===== src/rtl/pwm_guard_pkg.sv =====
package pwm_guard_pkg;
  localparam int unsigned NUM_LINES = 4;

  typedef enum logic [2:0] {
    MODE_BRIDGE_DIFF = 3'b000,
    MODE_PARALLEL    = 3'b011,
    MODE_UNGUARDED   = 3'b101
  } guard_mode_e;

  // Which lines are guarded in a given mode.
  function automatic logic [NUM_LINES-1:0] guard_mask(input logic [2:0] mode);
    logic [NUM_LINES-1:0] m;
    unique case (mode)
      MODE_UNGUARDED: m = '0;
      MODE_PARALLEL:  m = {{(NUM_LINES-1){1'b0}}, 1'b1};
      default:        m = '1;
    endcase
    return m;
  endfunction
endpackage


===== src/rtl/pwm_line_sync.sv =====
module pwm_line_sync #(
  parameter int unsigned STAGES = 2
) (
  input  logic clk,
  input  logic rst,
  input  logic din,
  output logic dout
);
  logic [STAGES-1:0] chain_q;

  generate
    if (STAGES == 1) begin : g_single
      always_ff @(posedge clk) begin
        if (rst) chain_q <= '0;
        else     chain_q <= din;
      end
    end else begin : g_multi
      always_ff @(posedge clk) begin
        if (rst) chain_q <= '0;
        else     chain_q <= {chain_q[STAGES-2:0], din};
      end
    end
  endgenerate

  assign dout = chain_q[STAGES-1];
endmodule


===== src/rtl/pwm_stall_timer.sv =====
module pwm_stall_timer #(
  parameter int unsigned TIMEOUT_CYC = 1000
) (
  input  logic clk,
  input  logic rst,
  input  logic enable,
  input  logic level,
  output logic stall
);
  localparam int unsigned CW = $clog2(TIMEOUT_CYC + 1);
  localparam logic [CW-1:0] LAST = CW'(TIMEOUT_CYC - 1);

  logic          prev_q;
  logic [CW-1:0] cnt_q;
  logic          stall_q;
  logic          edge_seen;

  assign edge_seen = level ^ prev_q;

  always_ff @(posedge clk) begin
    if (rst) begin
      prev_q  <= 1'b0;
      cnt_q   <= '0;
      stall_q <= 1'b0;
    end else begin
      prev_q <= level;
      if (!enable || edge_seen) begin
        cnt_q   <= '0;
        stall_q <= 1'b0;
      end else if (cnt_q == LAST) begin
        stall_q <= 1'b1;
      end else begin
        cnt_q <= cnt_q + 1'b1;
      end
    end
  end

  assign stall = stall_q;
endmodule


===== src/rtl/pwm_stall_guard.sv =====
module pwm_stall_guard
  import pwm_guard_pkg::*;
#(
  parameter int unsigned TIMEOUT_CYC = 1000,
  parameter int unsigned SYNC_STAGES = 2
) (
  input  logic                 clk,
  input  logic                 rst,
  input  logic [NUM_LINES-1:0] pwm_i,
  input  logic [2:0]           mode_i,
  input  logic [1:0]           pair_rst_n_i,
  output logic [NUM_LINES-1:0] stall_o,
  output logic                 hiz_req_o
);
  logic [NUM_LINES-1:0] mode_mask;
  logic [NUM_LINES-1:0] line_en;
  logic [NUM_LINES-1:0] line_lvl;
  logic [NUM_LINES-1:0] line_stall;
  logic                 hiz_q;

  assign mode_mask = guard_mask(mode_i);

  for (genvar i = 0; i < NUM_LINES; i++) begin : g_line
    assign line_en[i] = mode_mask[i] & pair_rst_n_i[i/2];

    pwm_line_sync #(.STAGES(SYNC_STAGES)) u_sync (
      .clk  (clk),
      .rst  (rst),
      .din  (pwm_i[i]),
      .dout (line_lvl[i])
    );

    pwm_stall_timer #(.TIMEOUT_CYC(TIMEOUT_CYC)) u_timer (
      .clk    (clk),
      .rst    (rst),
      .enable (line_en[i]),
      .level  (line_lvl[i]),
      .stall  (line_stall[i])
    );
  end

  always_ff @(posedge clk) begin
    if (rst) hiz_q <= 1'b0;
    else     hiz_q <= |line_stall;
  end

  assign stall_o   = line_stall;
  assign hiz_req_o = hiz_q;
endmodule


===== config.mk =====
export PLATFORM = sky130hd
export DESIGN_NAME = pwm_stall_guard
export DESIGN_NICKNAME = d
export VERILOG_FILES = /design/src/rtl/pwm_guard_pkg.sv /design/src/rtl/pwm_line_sync.sv /design/src/rtl/pwm_stall_timer.sv /design/src/rtl/pwm_stall_guard.sv
export SDC_FILE = /design/constraint.sdc
export NUM_CORES = 1
export LEC_CHECK = 0
export BUFFER_PORTS_ARGS = -buffer_cell sky130_fd_sc_hd__buf_2
export CAP_MARGIN = 10
export CORE_MARGIN = 2
export CORE_UTILIZATION = 37
export DETAILED_ROUTE_END_ITERATION = 16
export PLACE_DENSITY = 0.54
export SYNTH_ARGS = -nofsm -noshare
export SYNTH_HDL_FRONTEND = slang
export SYNTH_HIERARCHICAL = 1
export SYNTH_SLANG_ARGS = --single-unit
export TNS_END_PERCENT = 20

===== constraint.sdc =====
create_clock -name clk -period 1.27 [get_ports clk]
set_input_delay 0.254 -clock clk [delete_from_list [all_inputs] [get_ports clk]]
set_output_delay 0.254 -clock clk [all_outputs]
set_load 0.05 [all_outputs]

==> results.py, run 1 <==
metrics = {
    "status": {
        "status": "completed",
    },
    "worst_hold_path": {
        "holdCritPathClass": "input port to register",
    },
    "routing": {
        "wl_met3_um": 159,
        "first_pass_iters": 4,
        "routedWlPerCell_um": 13.1,
        "wl_mm": 5.49,
        "ant_nets": 0,
        "viasPerCell": 5.46,
        "top_layer": "met4",
        "vias": 2294,
        "drc": 0,
        "wl_met2_mm": 2.44,
        "drtIter0Drc": 83,
        "drt-met1-wl_mm": 2.77,
    },
    "cts": {
        "clkLatencyLatePin_ns": 0.33,
        "cts-hold-fix-buffers": 0,
        "root_buffer": "clkbuf_8",
        "cts_tree": "done",
        "cts.path.max_buffers": 2,
        "cts.htree.levels": 3,
        "post_cts_buffers": 0,
        "path_clk_slew_ns": 0.06,
        "tritoncts.num_buffers": 9,
        "cts_num_sinks": 57,
    },
    "power_and_ir_drop": {
        "p_per_area_mw_per_mm2": 1050,
        "power.leakage_nw": 1.22,
        "power_mw": 3.60,
        "vdd_drop_max_mv": 0.692,
    },
    "timing": {
        "slew_viol_final": 0,
        "fin_crit_ns": 1.25,
        "hold_viol_final": 0,
        "setup_viol": 0,
        "maxSlewHeadroom": 0.812,
        "tns_ns": 0,
        "clock.fmax_mhz": 802,
        "worstMarginPinSlew_ns": 0.280,
        "skew_ns": 0.00773,
        "rsz0062_at_grt": "true",
        "final.period_utilization": 0.982,
    },
    "finish": {
        "fin_area_mm2": 0.00342,
        "area_delta_synth_final_pct": 36.5,
        "mostFrequentLayoutCells": "42 x buf_4, 32 x dfxtp_1, 20 x a21oi_1, 20 x dfxtp_2, 17 x nor2_1",
        "layout-drive-gt1-share": 0.424,
        "utilization": 0.512,
        "fillerInstances": 653,
        "final_common_cell": "buf_4",
        "layout.nets": 352,
        "n_antenna_cell": 0,
    },
    "synthesis": {
        "ys_types": 30,
        "synth_nets": 291,
        "ys_ff_latch": 57,
        "yosys_warnings": 6,
        "synthTopCellsByArea": "dfxtp_1 46%, a21oi_1 5.6%, o31ai_1 4.8%",
        "ys_seq_area_frac": 0.455,
        "post-synth-top-area-cell": "dfxtp_1",
        "synth.top_cell.area_share": 0.455,
        "syn_inst": 276,
        "avgSynthCellArea_um2": 9.08,
        "synth_area_mm2": 0.00251,
    },
    "critical_path": {
        "worstPathMaxFanout": 4,
        "end_kind": "register",
        "cp_data_required_time_ns": 1.54,
        "critical_path_class": "register to register",
        "arrival_ns": 1.51,
        "startpoint_type": "register",
    },
    "placement": {
        "globalplace.congestion": 0.765,
        "portBuffers": 15,
        "dp_hpwl_mm": 3.62,
        "dpl_cell_area_mm2": 0.00299,
    },
    "floorplanning": {
        "die-area_mm2": 0.00745,
        "fp.dieW_um": 86.3,
        "io_pins": 16,
        "rows": 30,
        "fp.dieH_um": 86.3,
        "core_mm2": 0.00668,
        "start_util": 0.375,
    },
    "global_route": {
        "grt_pass1_vias": 2069,
        "grt_pass1_wl_mm": 9.25,
        "grt_overflow": 0,
        "grt_max_degree": 12,
        "antenna_found_initial": 0,
        "track_usage": 0.155,
    },
    "flow_run": {
        "maxCapViolCount": 0,
    },
}
==> final timing paths <==
path / startpoint / endpoint / slack [ns] / cells after the start
worst max-delay path: g_line[2].u_timer/cnt_q[1] / g_line[2].u_timer/cnt_q[8] / 0.02 / 4
worst min-delay path: pwm_i[3] / g_line[3].u_sync/chain_q[0] / 0.13 / 2
worst max register to register: g_line[2].u_timer/cnt_q[1] / g_line[2].u_timer/cnt_q[8] / 0.02 / 4
worst min register to register: g_line[1].u_sync/chain_q[0] / g_line[1].u_sync/chain_q[1] / 0.44 / 1
==> timing repair <==
item / CTS / global route
gates resized for setup: 10 / 66
setup endpoints to repair: 12 / 34
pin swaps: 3 / 20
==> report_power, final <==
part           total (mW)  internal [mW]  switching (mW)
Combinational       0.171         0.0888          0.0822
Clock                1.60          0.934           0.669
Sequential           1.83           1.81          0.0191
Total                3.60           2.83           0.770
==> flip-flops by register name, indices dropped and copies added (netlist names) <==
register,count
hiz_req_o,1
g_line.u_timer/cnt_q,40
g_line.u_timer/stall,4
g_line.u_sync/chain_q,8
g_line.u_timer/prev_q,4
==> logic make-up after synthesis <==
group           after synthesis  share of synthesized area
flops                        57                      0.455
compound gates               71                      0.181
xor+xnor                      9                     0.0314
buf+inv                      20                     0.0359
simple gates                115                      0.277
fa+ha+maj                     4                     0.0200
==> final cells by class <==
cell class	instances	area, um^2	area share
Clock buffer	11	141	0.0413
Clock inverter	3	42.5	0.0124
Inverter	12	45.0	0.0132
Multi-Input combinational cell	199	1490	0.434
Sequential cell	57	1180	0.346
Tap cell	80	100	0.0293
Timing Repair Buffer	58	423	0.124
==> cell usage after synthesis, drive strengths merged <==
cell type and number:
and2 4, nor4 1, a21boi 2, nor3b 4, buf 4, nand3 12
a31o 4, ha 4, o31ai 16, a21oi 28, a31oi 12, nor3 8
inv 12, nand3b 4, a311o 4, nand4 8, nor2 17, dfxtp 57
xor2 5, o21ai 4, nand2 17, or3 4, o21a 1, nor2b 12
or4 16, and4 8, clkbuf 4, xnor2 4
==> through the flow <==
stage | std cells | hold slack, ns | setup WS, ns
6_report | 420 | 0.130 | 0.0231
3_3_place_gp | 406 | 0.419 | 0.00847
5_1_grt | 420 | 0.133 | -0.0276
4_1_cts | 420 | 0.111 | -0.0209
2_1_floorplan | 276 | 0.326 | -0.00381
3_5_place_dp | 406 | 0.422 | -0.0166
==> routing by layer <==
layer	GRT usage	vias to the layer above
li1	-	1162
met2	0.223	29
met3	0.0333	11
met5	0	-
met1	0.217	1092
met4	0.0810	0
==> critical path, stage by stage (launching register included) <==
cell     delay (ns)
dfxtp_4        0.38
ha_4           0.15
nand2_2        0.07
or4_1          0.47
a21oi_1        0.12
Power figures use the tool's default switching activity.
==> inputs of run 2 (changes only) <==
--- a/config.mk
+++ b/config.mk
@@ -9,8 +9,9 @@
 export CAP_MARGIN = 10
 export CORE_MARGIN = 2
 export CORE_UTILIZATION = 37
+export CTS_CLUSTER_SIZE = 24
 export DETAILED_ROUTE_END_ITERATION = 16
-export PLACE_DENSITY = 0.54
+export PLACE_DENSITY = 0.66
 export SYNTH_ARGS = -nofsm -noshare
 export SYNTH_HDL_FRONTEND = slang
 export SYNTH_HIERARCHICAL = 1
==> results.py, run 2 (synthesis gave the netlist of run 1 again) <==
metrics = {
    "status": {
        "violations": "negative setup slack",
        "status": "finished with violations",
    },
    "power_and_ir_drop": {
        "p_sw_frac": 0.216,
        "p_clk_frac": 0.473,
        "vdd_drop_max_mv": 0.680,
        "combinationalPowerShare": 0.043,
        "pwr-share-seq": 0.485,
        "internal_power_mw": 2.96,
        "p_per_area_mw_per_mm2": 1110,
        "power.leakage_nw": 1.21,
        "p_sw_mw": 0.815,
    },
    "placement": {
        "dp_hpwl_mm": 3.53,
        "globalplace.congestion": 0.743,
        "portBuffers": 15,
    },
    "timing": {
        "tns_ns": -0.00111,
        "finalWorstSetupSlack_ns": -0.00111,
        "hold_viol_final": 0,
        "rsz0062_at_grt": "true",
        "final.period_utilization": 1.00,
        "slew_viol_final": 0,
        "setup_viol": 1,
        "holdWs_ns": 0.128,
        "fin_crit_ns": 1.27,
        "clock.fmax_mhz": 787,
        "maxSlewHeadroom": 0.803,
        "skew_ns": 0.00786,
        "worstMarginPinSlew_ns": 0.296,
    },
    "global_route": {
        "grt_pass1_wl_mm": 9.20,
        "grt_pass1_vias": 2103,
        "grt_use_met1": 0.205,
        "grtUsageMet2": 0.230,
        "antenna_found_initial": 0,
        "grt_max_degree": 12,
        "grt_overflow": 0,
        "use_met3": 0.0457,
        "grt_busiest_layer": "met2",
        "track_usage": 0.155,
    },
    "cts": {
        "cts.path.max_buffers": 2,
        "cts_tree": "done",
        "tritoncts.num_buffers": 9,
        "cts_num_sinks": 57,
        "clkLatencyLatePin_ns": 0.34,
        "cts.htree.levels": 3,
        "path_clk_slew_ns": 0.07,
        "root_buffer": "clkbuf_8",
    },
    "flow_run": {
        "maxCapViolCount": 0,
    },
    "worst_hold_path": {
        "holdCritPathClass": "input port to register",
    },
    "floorplanning": {
        "die-area_mm2": 0.00745,
        "io_pins": 16,
        "start_util": 0.375,
        "rows": 30,
        "core_mm2": 0.00668,
        "fp.dieH_um": 86.3,
        "fp.dieW_um": 86.3,
    },
    "routing": {
        "ant_nets": 0,
        "drtIter0Drc": 98,
        "first_pass_iters": 4,
        "drc": 0,
        "viasPerCell": 5.42,
        "routedWlPerCell_um": 12.9,
        "vias": 2288,
        "wl_mm": 5.46,
    },
    "critical_path": {
        "cp_cell_sequence": "ha_4 > nand2_2 > or4_1 > a21oi_2",
        "critical_path_class": "register to register",
        "startpoint_type": "register",
        "crit_slowest_cell": "or4_1",
        "max_stage_delay_ns": 0.49,
        "end_kind": "register",
        "worstPathMaxFanout": 4,
        "arrival_ns": 1.55,
        "cp_data_required_time_ns": 1.55,
    },
    "finish": {
        "layout.nets": 352,
        "largest-register": "g_line.u_timer/cnt_q",
        "area_delta_synth_final_pct": 35.8,
        "mostFrequentLayoutCells": "43 x buf_4, 33 x dfxtp_1, 22 x a21oi_1",
        "n_antenna_cell": 0,
        "top_regs": "g_line.u_timer/cnt_q: 40 flops, g_line.u_sync/chain_q: 8 flops",
        "largest_reg_flops": 40,
        "fillerInstances": 617,
        "layout-drive-gt1-share": 0.406,
        "final_common_cell": "buf_4",
    },
}
[run 2: final timing paths]
path	startpoint	end	slack, ns	depth (start not counted)
worst max-delay path	g_line[1].u_timer/cnt_q[1]	g_line[1].u_timer/cnt_q[8]	-0.001	4
worst min-delay path	pwm_i[0]	g_line[0].u_sync/chain_q[0]	0.13	2
worst max register to register	g_line[1].u_timer/cnt_q[1]	g_line[1].u_timer/cnt_q[8]	-0.001	4
worst min register to register	g_line[3].u_sync/chain_q[0]	g_line[3].u_sync/chain_q[1]	0.44	1
[run 2: routing by layer]
layer,wire length (um),up-vias,share of wire
li1,-,1159,-
met1,2700,1087,0.49
met2,2490,33,0.46
met3,152,9,0.028
met4,113,0,0.021
met5,0,-,0
[run 2: per-stage QoR]
stage | util | setup WS, ns | cell area [um^2] | std cells | total power, mW
2_1_floorplan | - | -0.00381 | 2530 | 276 | 1.96
3_3_place_gp | 0.445 | -0.0544 | 2970 | 404 | 2.02
3_5_place_dp | 0.445 | -0.0702 | 2970 | 404 | 2.02
4_1_cts | 0.482 | -0.0329 | 3220 | 420 | 3.80
5_1_grt | 0.510 | -0.0509 | 3410 | 422 | 3.92
6_report | 0.510 | -0.00111 | 3410 | 422 | 3.77
[run 2: repair_timing]
action                     CTS  global route
hold buffers                 0             0
setup buffers                0             2
cloned                       0             0
setup endpoints to repair   12            33
resized for setup           10            56
pin swaps                    4            12
[run 2: cell type report]
class                           instances  area [um^2]  area share
Timing Repair Buffer                   58          413       0.121
Inverter                               12         45.0      0.0132
Clock inverter                          2         35.0      0.0103
Sequential cell                        57         1190       0.348
Tap cell                               80          100      0.0294
Multi-Input combinational cell        199         1450       0.427
Clock buffer                           14          173      0.0507
[run 2: critical path, delay by kind of cell (launching register included)]
| kind | cells | cell delay, ns |
|---|---|---|
| AOI/OAI and AO/OA | 1 | 0.13 |
| adders and majority gates | 1 | 0.15 |
| DFF | 1 | 0.38 |
| and+or+nand+nor | 2 | 0.56 |
[run 2: power by group through the flow]
stage | Clock [mW] | Combinational (mW) | Sequential (mW)
2_1_floorplan | 0 | 0.0904 | 1.87
3_3_place_gp | 0 | 0.147 | 1.87
3_5_place_dp | 0 | 0.151 | 1.87
4_1_cts | 1.81 | 0.153 | 1.83
5_1_grt | 1.91 | 0.182 | 1.83
6_report | 1.78 | 0.161 | 1.83
